File: src/rtl/dw_mul.sv
module dw_qmul #(
  parameter int N = 8
) (
  input  logic [N-1:0]   a,
  input  logic [N-1:0]   b,
  output logic [2*N-1:0] p
);
  assign p = {{N{1'b0}}, a} * {{N{1'b0}}, b};
endmodule

module dw_mul #(
  parameter int N = 8
) (
  input  logic [2*N-1:0] opa,
  input  logic [2*N-1:0] opb,
  output logic [4*N-1:0] prod
);
  localparam int W = 2 * N;
  localparam int P = 4 * N;
  localparam int C = 3 * N;

  logic [W-1:0] ll, hl, lh, hh;
  logic [W-1:0] row0, sv, cv;
  logic [C-1:0] add_a, add_b, add_s;

  dw_qmul #(.N(N)) u_ll (.a(opa[N-1:0]), .b(opb[N-1:0]), .p(ll));
  dw_qmul #(.N(N)) u_hl (.a(opa[W-1:N]), .b(opb[N-1:0]), .p(hl));
  dw_qmul #(.N(N)) u_lh (.a(opa[N-1:0]), .b(opb[W-1:N]), .p(lh));
  dw_qmul #(.N(N)) u_hh (.a(opa[W-1:N]), .b(opb[W-1:N]), .p(hh));

  assign row0 = {hh[N-1:0], ll[W-1:N]};

  for (genvar i = 0; i < W; i++) begin : g_csa
    assign sv[i] = row0[i] ^ hl[i] ^ lh[i];
    assign cv[i] = (row0[i] & hl[i]) | (row0[i] & lh[i]) | (hl[i] & lh[i]);
  end

  assign add_a = {hh[W-1:N], sv};
  assign add_b = {{(N-1){1'b0}}, cv, 1'b0};
  assign add_s = add_a + add_b;

  assign prod = {add_s, ll[N-1:0]};

  logic [P-1:0] chk_full;
  logic [W+1:0] chk_rows, chk_csa;
  assign chk_full = {{W{1'b0}}, opa} * {{W{1'b0}}, opb};
  assign chk_rows = {2'b00, row0} + {2'b00, hl} + {2'b00, lh};
  assign chk_csa  = {2'b00, sv} + {1'b0, cv, 1'b0};

  always_comb begin
    p_exact_r1: assert (prod == chk_full)
      else $error("R1 product mismatch");
    p_low_pass_r2: assert (prod[N-1:0] == W'({{N{1'b0}}, opa[N-1:0]} * {{N{1'b0}}, opb[N-1:0]}) % (W'(1) << N))
      else $error("R2 low bits");
    p_csa_sum_r3: assert (chk_csa == chk_rows)
      else $error("R3 carry-save sum");
    p_no_lost_carry_r4: assert (prod[P-1:N] == chk_full[P-1:N])
      else $error("R4 upper bits");
    p_zero_r5: assert (!(opa == '0 || opb == '0) || prod == '0)
      else $error("R5 zero operand");
    p_unit_r7: assert (!(opa == W'(1)) || prod == {{W{1'b0}}, opb})
      else $error("R7 unit operand");
  end
endmodule

File: config.mk
export PLATFORM = sky130hd
export DESIGN_NAME = dw_mul
export DESIGN_NICKNAME = d
export VERILOG_FILES = /design/src/rtl/dw_mul.sv
export SDC_FILE = /design/constraint.sdc
export NUM_CORES = 1
export LEC_CHECK = 0
export ABC_AREA = 0
export ABC_CLOCK_PERIOD_IN_PS = 9350
export BUFFER_PORTS_ARGS = -buffer_cell sky130_fd_sc_hd__clkbuf_2
export CORE_UTILIZATION = 60
export DETAILED_ROUTE_END_ITERATION = 16
export PLACE_DENSITY = 0.79
export SYNTH_ARGS = -nofsm -noshare
export SYNTH_HDL_FRONTEND = slang
export SYNTH_SLANG_ARGS = --single-unit
File: constraint.sdc
create_clock -name vclk -period 9.35
set_clock_uncertainty 0.1 [all_clocks]
set_input_delay 0 -clock vclk [all_inputs]
set_output_delay 0 -clock vclk [all_outputs]
set_load 0.02 [all_outputs]
# --- After elaboration in Yosys (flattened, before gate mapping) ---
# Cells that the tools add are included.
classes:
  n_addsub: 1
  mul: 4
  div_mod_pow: 0
  magnitude_cmp: 0
  n_eq_ne: 0
  shift: 0
  n_mux: 0
  n_bitwise: 112
  n_reduce_logical: 0
op_table:
  columns: ["cell", "count"]
  rows:
  - ["8-bit by 8-bit multiplier with 16-bit output", 4]
  - ["1-bit AND", 48]
  - ["1-bit OR", 32]
  - ["1-bit bitwise XOR", 32]
  - ["24-bit by 17-bit adder with 24-bit output", 1]
word_totals:
  regBits: 0
  latchBits: 0
  mem_bits_rw: 0
  mem_bits_ro: 0
  word_cells: 117
  mem_count: 0

# --- Depth between registers and ports, before layout ---
# Gate-level depths: netlist of the first run.
logic_depth:
  ltp_word: 5
  ltp_mapped: 28

# --- Modules after synthesis ---
# From an unflattened synthesis of the first run, not the netlist that was laid out.
hier_totals:
  hier_cells: 1125
  hier_area_um2: 9803.2
by_module_without_submodules:
  columns: ["module", "n_inst", "cells_each", "area_per_inst_um2", "seq_area_each_um2"]
  rows:
  - ["dw_qmul (u_ll)", 1, 243, 2134.5, 0.0]
  - ["dw_qmul (u_lh)", 1, 243, 2125.8, 0.0]
  - ["dw_qmul (u_hl)", 1, 243, 2124.5, 0.0]
  - ["dw_qmul (u_hh)", 1, 243, 2114.5, 0.0]
  - ["dw_mul", 1, 153, 1303.8, 0.0]

# --- Worst setup path before layout of the first run ---
# OpenSTA, ideal clock, no wires.
synth_path:
  kind: "input -> output"
  start: "in opa[4]"
  end: "out prod[27]"
  arrival_ns: 6.032
  setup_slack_ns: 3.218
  cell_stages: 24
  path_buffers: 1
  cell_sequence: "clkbuf_1 -> and2_1 -> fa_1 -> fa_1 -> fa_1 -> inv_1 -> fa_1 -> inv_1 -> ha_1 -> or2_2 -> a21oi_1 -> a21oi_1 -> a211oi_1 -> a21oi_1 -> xnor2_1 -> fa_1 -> ha_1 -> a21o_1 -> a31oi_1 -> o21ba_2 -> o22ai_1 -> o31a_1 -> nand2b_1 -> xor2_1"
synth_via:
  elab_chain_cells: 5
synth_lines:
  columns: ["item", "line_no", "source"]
  rows:
  - ["from (decl)", "14", "input logic [2*N-1:0] opa,"]
  - ["8-bit by 8-bit multiplier with 16-bit output", "8", "assign p = {{N{1'b0}}, a} * {{N{1'b0}}, b};"]
  - ["1-bit AND", "35", "assign cv[i] = (row0[i] & hl[i]) | (row0[i] & lh[i]) | (hl[i] & lh[i]);"]
  - ["1-bit OR (2 in series)", "35", null]
  - ["24-bit by 17-bit adder with 24-bit output (*)", "40", "assign add_s = add_a + add_b;"]
  - ["to (decl)", "16", "output logic [4*N-1:0] prod"]
# Every way passes the cells marked *; elsewhere a longest branch is shown, timed or not.

# --- Worst setup path in the final report of the first run ---
layout_path:
  start: "in opa[2]"
  end: "out prod[27]"
# The elaborated chain is that of the path after synthesis.

==> results.json, run 1 <==
{
  "diodes": 0,
  "fin_crit_ps": 6770,
  "nFillCells": 1321,
  "globalRouteMet1Util_pct": 36.7,
  "gp_congestion": 0.858,
  "drv_cap": 0,
  "layout_common_cells": "inv_1 (243), and2_1 (176), fa_1 (161), ha_1 (160), nand2_1 (94)",
  "dr.first_iter.drc_count": 371,
  "syn_area_mm2": 0.00955,
  "final_nets": 1517,
  "status": "completed",
  "ys_seq_area_share_pct": 0,
  "syn_area_per_cell_um2": 8.44,
  "yosysTopAreaCellShare_pct": 33.8,
  "layout_commonest_cell": "inv_1",
  "synth_cell_types": 53,
  "synth_cells": 1131,
  "fp.dieH_um": 128,
  "grt-ovfl-total": 0,
  "first_pass_iters": 5,
  "core_mm2": 0.0154,
  "worst-setup-path-type": "in -> out",
  "cp_slowest_cell": "fa_1",
  "io_pins": 64,
  "crit_top_cell": "fa_1",
  "cts.repair.resized": 0,
  "die-width_um": 128,
  "grt_max_degree": 17,
  "nClkBuffers": 0,
  "viasPerCell": 5.43,
  "drc_errors": 0,
  "start_kind": "input port",
  "tightest_slew_ps": 657,
  "rsz0062_at_grt": "false",
  "max_freq_ghz": 0.148,
  "slew_headroom_pct": 55.6,
  "ys_warn_count": 0,
  "cts_hold_buf": 0,
  "track_usage_pct": 27.0,
  "areaGrowthSynthToFinish_pct": 4.52,
  "grt_pass1_vias": 7640,
  "final.setup.worst_slack_ps": 2580,
  "vias": 7457,
  "rows": 45,
  "wl_per_cell_um": 15.1,
  "slew_viol_final": 0,
  "place_hpwl_um": 17400,
  "synth_area_leaders": "fa_1 (34%), ha_1 (21%), and2_1 (12%)",
  "finalSetupViolCount": 0,
  "finalCritPeriodShare_pct": 72.4,
  "synth_nets": 1484,
  "layout-drive-gt1-share_pct": 7.49,
  "grtUsageMet3_pct": 0.710,
  "yosysTopAreaCell": "fa_1",
  "hold_class": "in -> out",
  "crit_arrival_ps": 6670,
  "grt_pass1_wl_um": 35800,
  "start_util_pct": 62.1,
  "seq_cells": 0,
  "detail-route-antenna-nets": 0,
  "cp_slowest_stage_delay_ps": 540,
  "cts_setup_buffers": 0,
  "worstSetupEndpointType": "output port",
  "port_buffers": 64,
  "routed_wl_um": 20800,
  "crit_fanout": 16,
  "final_hold_viol_count": 0,
  "antenna_found_initial": 0,
  "dieArea_mm2": 0.0164,
  "preCtsSetupSlack_ps": 2590,
  "regArea_um2": 0,
  "use_met2_pct": 48.9,
  "fin_tns_setup_ps": 0,
  "grt.busiest_layer": "met2",
  "worstPathRequired_ps": 9250
}
metrics by stage:
| step | util, % | instances | hold WS (ps) | area (um2) |
|---|---|---|---|---|
| 6_report | 64.9 | 1373 | 510 | 9980 |
| 5_1_grt | 64.9 | 1373 | 528 | 9980 |
| 4_1_cts | 64.9 | 1373 | 506 | 9980 |
| 3_5_place_dp | 64.9 | 1373 | 504 | 9980 |
| 3_3_place_gp | 64.9 | 1373 | 507 | 9980 |
| 2_1_floorplan | - | 1131 | 82.7 | 9550 |
synth_stat cells (3+ instances only):
master,n
a31oi_1,3
nor2_1,30
o31a_1,5
ha_1,160
o21a_1,9
clkbuf_1,32
nand2b_1,5
fa_1,161
o211ai_1,3
xnor2_1,43
a21oi_1,37
o21bai_1,6
xor2_1,18
o21ai_0,19
a21o_1,9
o22ai_1,3
nand2_1,94
o21ba_2,4
nor2b_1,5
or3_1,7
nand3_1,9
o31ai_1,4
inv_1,243
and2_1,176
nor3_1,7
or2_2,6
layout make-up:
| type | instances | area [um2] | share of cell area, % |
|---|---|---|---|
| Inverter | 243 | 912 | 9.14 |
| Multi-Input combinational cell | 855 | 8480 | 85.0 |
| Tap cell | 211 | 264 | 2.65 |
| Timing Repair Buffer | 64 | 320 | 3.21 |
layer usage:
layer	routed length, um	up-vias	part of all wire (%)
met4	347	0	1.7
met1	8980	3705	43
met5	0	-	0
li1	-	3557	-
met2	10700	175	51
met3	756	20	3.6
worst paths after layout:
| check | startpoint | endpoint | slack [ps] | depth (start not counted) |
|---|---|---|---|---|
| min | opa[0] | prod[0] | 510 | 3 |
| max | opa[2] | prod[27] | 2580 | 25 |
worst max-delay path, delay by kind of cell:
family | cells | cell delay (ps)
buffers and inverters | 4 | 510
adders and majority gates | 7 | 3210
xor gates and xnor gates | 2 | 350
and+or+nand+nor | 3 | 680
AOI/OAI and AO/OA | 9 | 1910
logic make-up (layout without fill, tap and decap cells):
group / count (synthesis) / in the layout / share of synthesized area [%]
compound gates: 123 / 123 / 8.74
xor+xnor: 63 / 63 / 5.94
fa+ha+maj: 321 / 321 / 54.7
buf+inv: 276 / 307 / 11.2
simple gates: 348 / 348 / 19.5
Power of run 1 is not shown: default switching activity piles up to over one toggle a cycle in this logic, so the estimate is an artifact.
==> inputs of run 2 (changes only) <==
--- a/config.mk
+++ b/config.mk
@@ -6,7 +6,7 @@
 export NUM_CORES = 1
 export LEC_CHECK = 0
 export ABC_AREA = 0
-export ABC_CLOCK_PERIOD_IN_PS = 9350
+export ABC_CLOCK_PERIOD_IN_PS = 6500
 export BUFFER_PORTS_ARGS = -buffer_cell sky130_fd_sc_hd__clkbuf_2
 export CORE_UTILIZATION = 60
 export DETAILED_ROUTE_END_ITERATION = 16
==> constraint.sdc (replaced) <==
create_clock -name vclk -period 6.5
set_clock_uncertainty 0.1 [all_clocks]
set_input_delay 0 -clock vclk [all_inputs]
set_output_delay 0 -clock vclk [all_outputs]
set_load 0.02 [all_outputs]
==> run 2 against run 1 <==
Compared with the run above:
- non-clock buffer count up 54
- global-route usage up 0.93 points
- count of clock-buffer cells in the layout unchanged
- first-iteration DRC count down 0.81%
- die area unchanged
- final cell count up 3.9%
- hold slack worse by 190 ps
- routed wire length up 6.6%
- critical path type unchanged
- critical endpoint is now prod[26]
==> results.json, run 2 (synthesized netlist as in run 1, its figures left out) <==
{
  "worstSetupEndpointType": "output port",
  "dr.first_iter.drc_count": 368,
  "grt_pass1_vias": 7638,
  "cp_slowest_stage_delay_ps": 570,
  "diodes": 0,
  "viasPerCell": 5.41,
  "start_util_pct": 62.1,
  "drv_cap": 0,
  "final_util_pct": 69.8,
  "cts_hold_buf": 0,
  "status": "completed",
  "slew_headroom_pct": 68.1,
  "place_hpwl_um": 18700,
  "fin_crit_ps": 6340,
  "seq_cells": 0,
  "layout_common_cells": "inv_1 (240), and2_1 (174), fa_1 (159), ha_1 (149), nand2_1 (94)",
  "finalSetupViolCount": 0,
  "routed_wl_um": 22200,
  "cp_slowest_cell": "fa_1",
  "fin_tns_setup_ps": 0,
  "areaGrowthSynthToFinish_pct": 12.3,
  "cp_num_buf_inv": 6,
  "grt-ovfl-total": 0,
  "crit_arrival_ps": 6240,
  "whs_ps": 325,
  "vias": 7714,
  "crit_chain": "clkbuf_2 -> buf_4 -> and2_1 -> fa_1 -> fa_1 -> fa_1 -> inv_1 -> fa_1 -> inv_1 -> ha_1 -> nand3_1 -> o31ai_4 -> nor2_1 -> xnor2_1 -> fa_1 -> ha_4 -> and2_1 -> a311o_1 -> o211ai_1 -> a21oi_2 -> o31a_1 -> buf_4 -> xnor2_1 -> buf_2",
  "port_buffers": 64,
  "core_mm2": 0.0154,
  "tightest_slew_ps": 476,
  "die-width_um": 128,
  "wl_per_cell_um": 15.5,
  "finalCritPeriodShare_pct": 97.5,
  "cp_top_family": "adder cells",
  "fp.dieH_um": 128,
  "nClkBuffers": 0,
  "start_kind": "input port",
  "hold_class": "in -> out",
  "worstPathRequired_ps": 6400,
  "drc_errors": 0,
  "layout-drive-gt1-share_pct": 15.1,
  "max_freq_ghz": 0.158,
  "first_pass_iters": 5,
  "regArea_um2": 0,
  "worst-setup-path-type": "in -> out",
  "final_nets": 1571,
  "io_pins": 64,
  "slew_viol_final": 0,
  "grt_max_degree": 17,
  "antenna_found_initial": 0,
  "crit_top_cell": "fa_1",
  "layout_commonest_cell": "inv_1",
  "track_usage_pct": 28.0,
  "gp_congestion": 0.903,
  "final_hold_viol_count": 0,
  "dieArea_mm2": 0.0164,
  "design_area_mm2": 0.0107,
  "dpl_cell_area_mm2": 0.0103,
  "rows": 45,
  "grt_pass1_wl_um": 36500,
  "detail-route-antenna-nets": 0,
  "crit_fanout": 12
}
==> run 2: worst paths after layout <==
kind	start	end	slack [ps]	cells after the start
max	opa[3]	prod[26]	160	24
min	opa[0]	prod[0]	320	3
==> run 2: area by class of cell <==
class	count	area [um2]
timing repair buffer	118	764
tap	211	264
multi-input combinational	855	8780
inverter	243	912
fill	1251	4650
==> run 2: per-layer routing <==
layer | routed length [um] | vias to the layer above | part of all wire (%) | GRT usage, %
met4 | 851 | 0 | 3.8 | 9.41
met2 | 11000 | 225 | 50 | 48.3
li1 | - | 3662 | - | -
met5 | 0 | - | 0 | 0
met3 | 1110 | 55 | 5.0 | 3.09
met1 | 9200 | 3772 | 42 | 36.6
==> run 2: what timing repair did <==
action | in CTS | in global routing
endpoints found under the setup margin | 7 | 12
setup buffers | 0 | 6
pin swaps | 0 | 38
resized for setup | 5 | 72
==> run 2: through the flow <==
| step | setup WS (ps) | cells |
|---|---|---|
| floorplan | 368 | 1131 |
| global placement | -48.5 | 1421 |
| detailed placement | -133 | 1421 |
| CTS | 2.88 | 1421 |
| global route | -55.8 | 1427 |
| finish | 161 | 1427 |
Power of run 2 is left out for the same reason.
==> inputs of run 3 (changes only) <==
--- a/config.mk
+++ b/config.mk
@@ -8,6 +8,7 @@
 export ABC_AREA = 0
 export ABC_CLOCK_PERIOD_IN_PS = 6500
 export BUFFER_PORTS_ARGS = -buffer_cell sky130_fd_sc_hd__clkbuf_2
+export CORE_MARGIN = 5
 export CORE_UTILIZATION = 60
 export DETAILED_ROUTE_END_ITERATION = 16
 export PLACE_DENSITY = 0.79
==> run 3 against run 2 <==
Compared with the run above:
- maximum frequency hardly changed
- non-clock buffer count is 10 higher
- sequential share of layout area stayed put
- routed wire length is 3.3% higher
==> results.json, run 3 (synthesized netlist as in run 1, its figures left out) <==
{
  "multi_input_area_mm2": 0.00890,
  "crit_fanout": 9,
  "final_nets": 1581,
  "cp_num_buf_inv": 8,
  "crit_top_cell": "fa_1",
  "nFillCells": 1281,
  "globalRouteMet1Util_pct": 33.8,
  "wl_per_cell_um": 15.9,
  "place_hpwl_um": 19200,
  "layout_common_cells": "inv_1 (240), and2_1 (170), fa_1 (159), ha_1 (144), nand2_1 (94)",
  "seq_cells": 0,
  "grtUsageMet3_pct": 1.59,
  "status": "completed",
  "antenna_found_initial": 0,
  "holdPathEnd": "prod[0]",
  "core_mm2": 0.0158,
  "preCtsSetupSlack_ps": -133,
  "drv_cap": 0,
  "start_util_pct": 60.6,
  "nClkBuffers": 0,
  "die-width_um": 136,
  "first_pass_iters": 7,
  "grt_pass1_vias": 8164,
  "use_met2_pct": 45.1,
  "areaGrowthSynthToFinish_pct": 14.6,
  "layout-drive-gt1-share_pct": 17.5,
  "cts_hold_buf": 0,
  "tightest_slew_ps": 460,
  "gp_congestion": 0.919,
  "layout_commonest_cell": "inv_1",
  "vias": 7799,
  "slew_headroom_pct": 68.9,
  "io_pins": 64,
  "fp.dieH_um": 136,
  "dr.first_iter.drc_count": 456,
  "rows": 46,
  "diodes": 0,
  "viasPerCell": 5.41,
  "routed_wl_um": 22900,
  "worst-setup-path-type": "in -> out",
  "final.setup.worst_slack_ps": 156,
  "worstSetupEndpointType": "output port",
  "final_hold_viol_count": 0,
  "finalCritPeriodShare_pct": 97.6,
  "min_from": "opb[0]",
  "regArea_um2": 0,
  "track_usage_pct": 25.2,
  "worstPathRequired_ps": 6400,
  "cp_top_family": "adder cells",
  "dieArea_mm2": 0.0185,
  "fin_crit_ps": 6340,
  "detail-route-antenna-nets": 0,
  "crit_arrival_ps": 6240,
  "hold_class": "in -> out",
  "start_kind": "input port",
  "grt.busiest_layer": "met2",
  "port_buffers": 64,
  "drc_errors": 0,
  "slew_viol_final": 0,
  "grt-ovfl-total": 0,
  "max_freq_ghz": 0.158,
  "cp_slowest_stage_delay_ps": 550,
  "grt_max_degree": 17,
  "grt_pass1_wl_um": 38400,
  "cp_slowest_cell": "fa_1",
  "finalSetupViolCount": 0,
  "hold_depth": 3
}
run 3: changes by cell type in the layout (fill, tap and decap cells not counted), moves of 3 or more:
cell | before | now
a21oi_1 | 31 | 28
and2_1 | 174 | 170
and2_4 | 2 | 6
buf_8 | 3 | 0
a21oi_2 | 7 | 10
buf_4 | 50 | 58
buf_2 | 7 | 1
buf_6 | 3 | 12
ha_4 | 8 | 11
ha_1 | 149 | 144
run 3: worst max-delay path by stage:
stage                       from       end  slack, ps  depth (start not counted)
after global routing      opb[3]  prod[27]        -50                         27
final                     opa[2]  prod[26]        160                         25
after global placement    opa[5]  prod[28]       -100                         27
after floorplan           opa[4]  prod[27]        370                         24
after detailed placement  opa[5]  prod[28]       -130                         27
after CTS                 opb[2]  prod[27]          4                         27
run 3: timing repair:
action / 4_1_cts / 5_1_grt
endpoints found under the setup margin: 7 / 11
gates cloned: 0 / 1
gates resized for setup: 12 / 95
buffers inserted: 0 / 5
pin swaps: 9 / 54
run 3: layer usage:
| metal | vias to the layer above | share of wire (%) |
|---|---|---|
| met5 | - | 0 |
| met4 | 0 | 2.2 |
| met1 | 3870 | 42 |
| li1 | 3689 | - |
| met2 | 199 | 51 |
| met3 | 41 | 4.3 |
run 3: per-stage QoR:
stage                     TNS [ps]  area, um2  cells  hold slack, ps  utilization (%)
after floorplan                  0       9550   1131            82.7                -
after global routing          -111      10900   1442             504             69.4
final                            0      10900   1442             475             69.4
after global placement        -238      10400   1437             469             66.1
after CTS                        0      10500   1437             463             66.5
after detailed placement      -541      10400   1437             452             66.1
run 3: cell type report:
| type | instances | area share (%) |
|---|---|---|
| multi-input cells | 855 | 81.3 |
| inverters | 243 | 8.33 |
| repair buffers | 128 | 7.91 |
| well taps | 216 | 2.47 |
Power of run 3 is left out for the same reason.
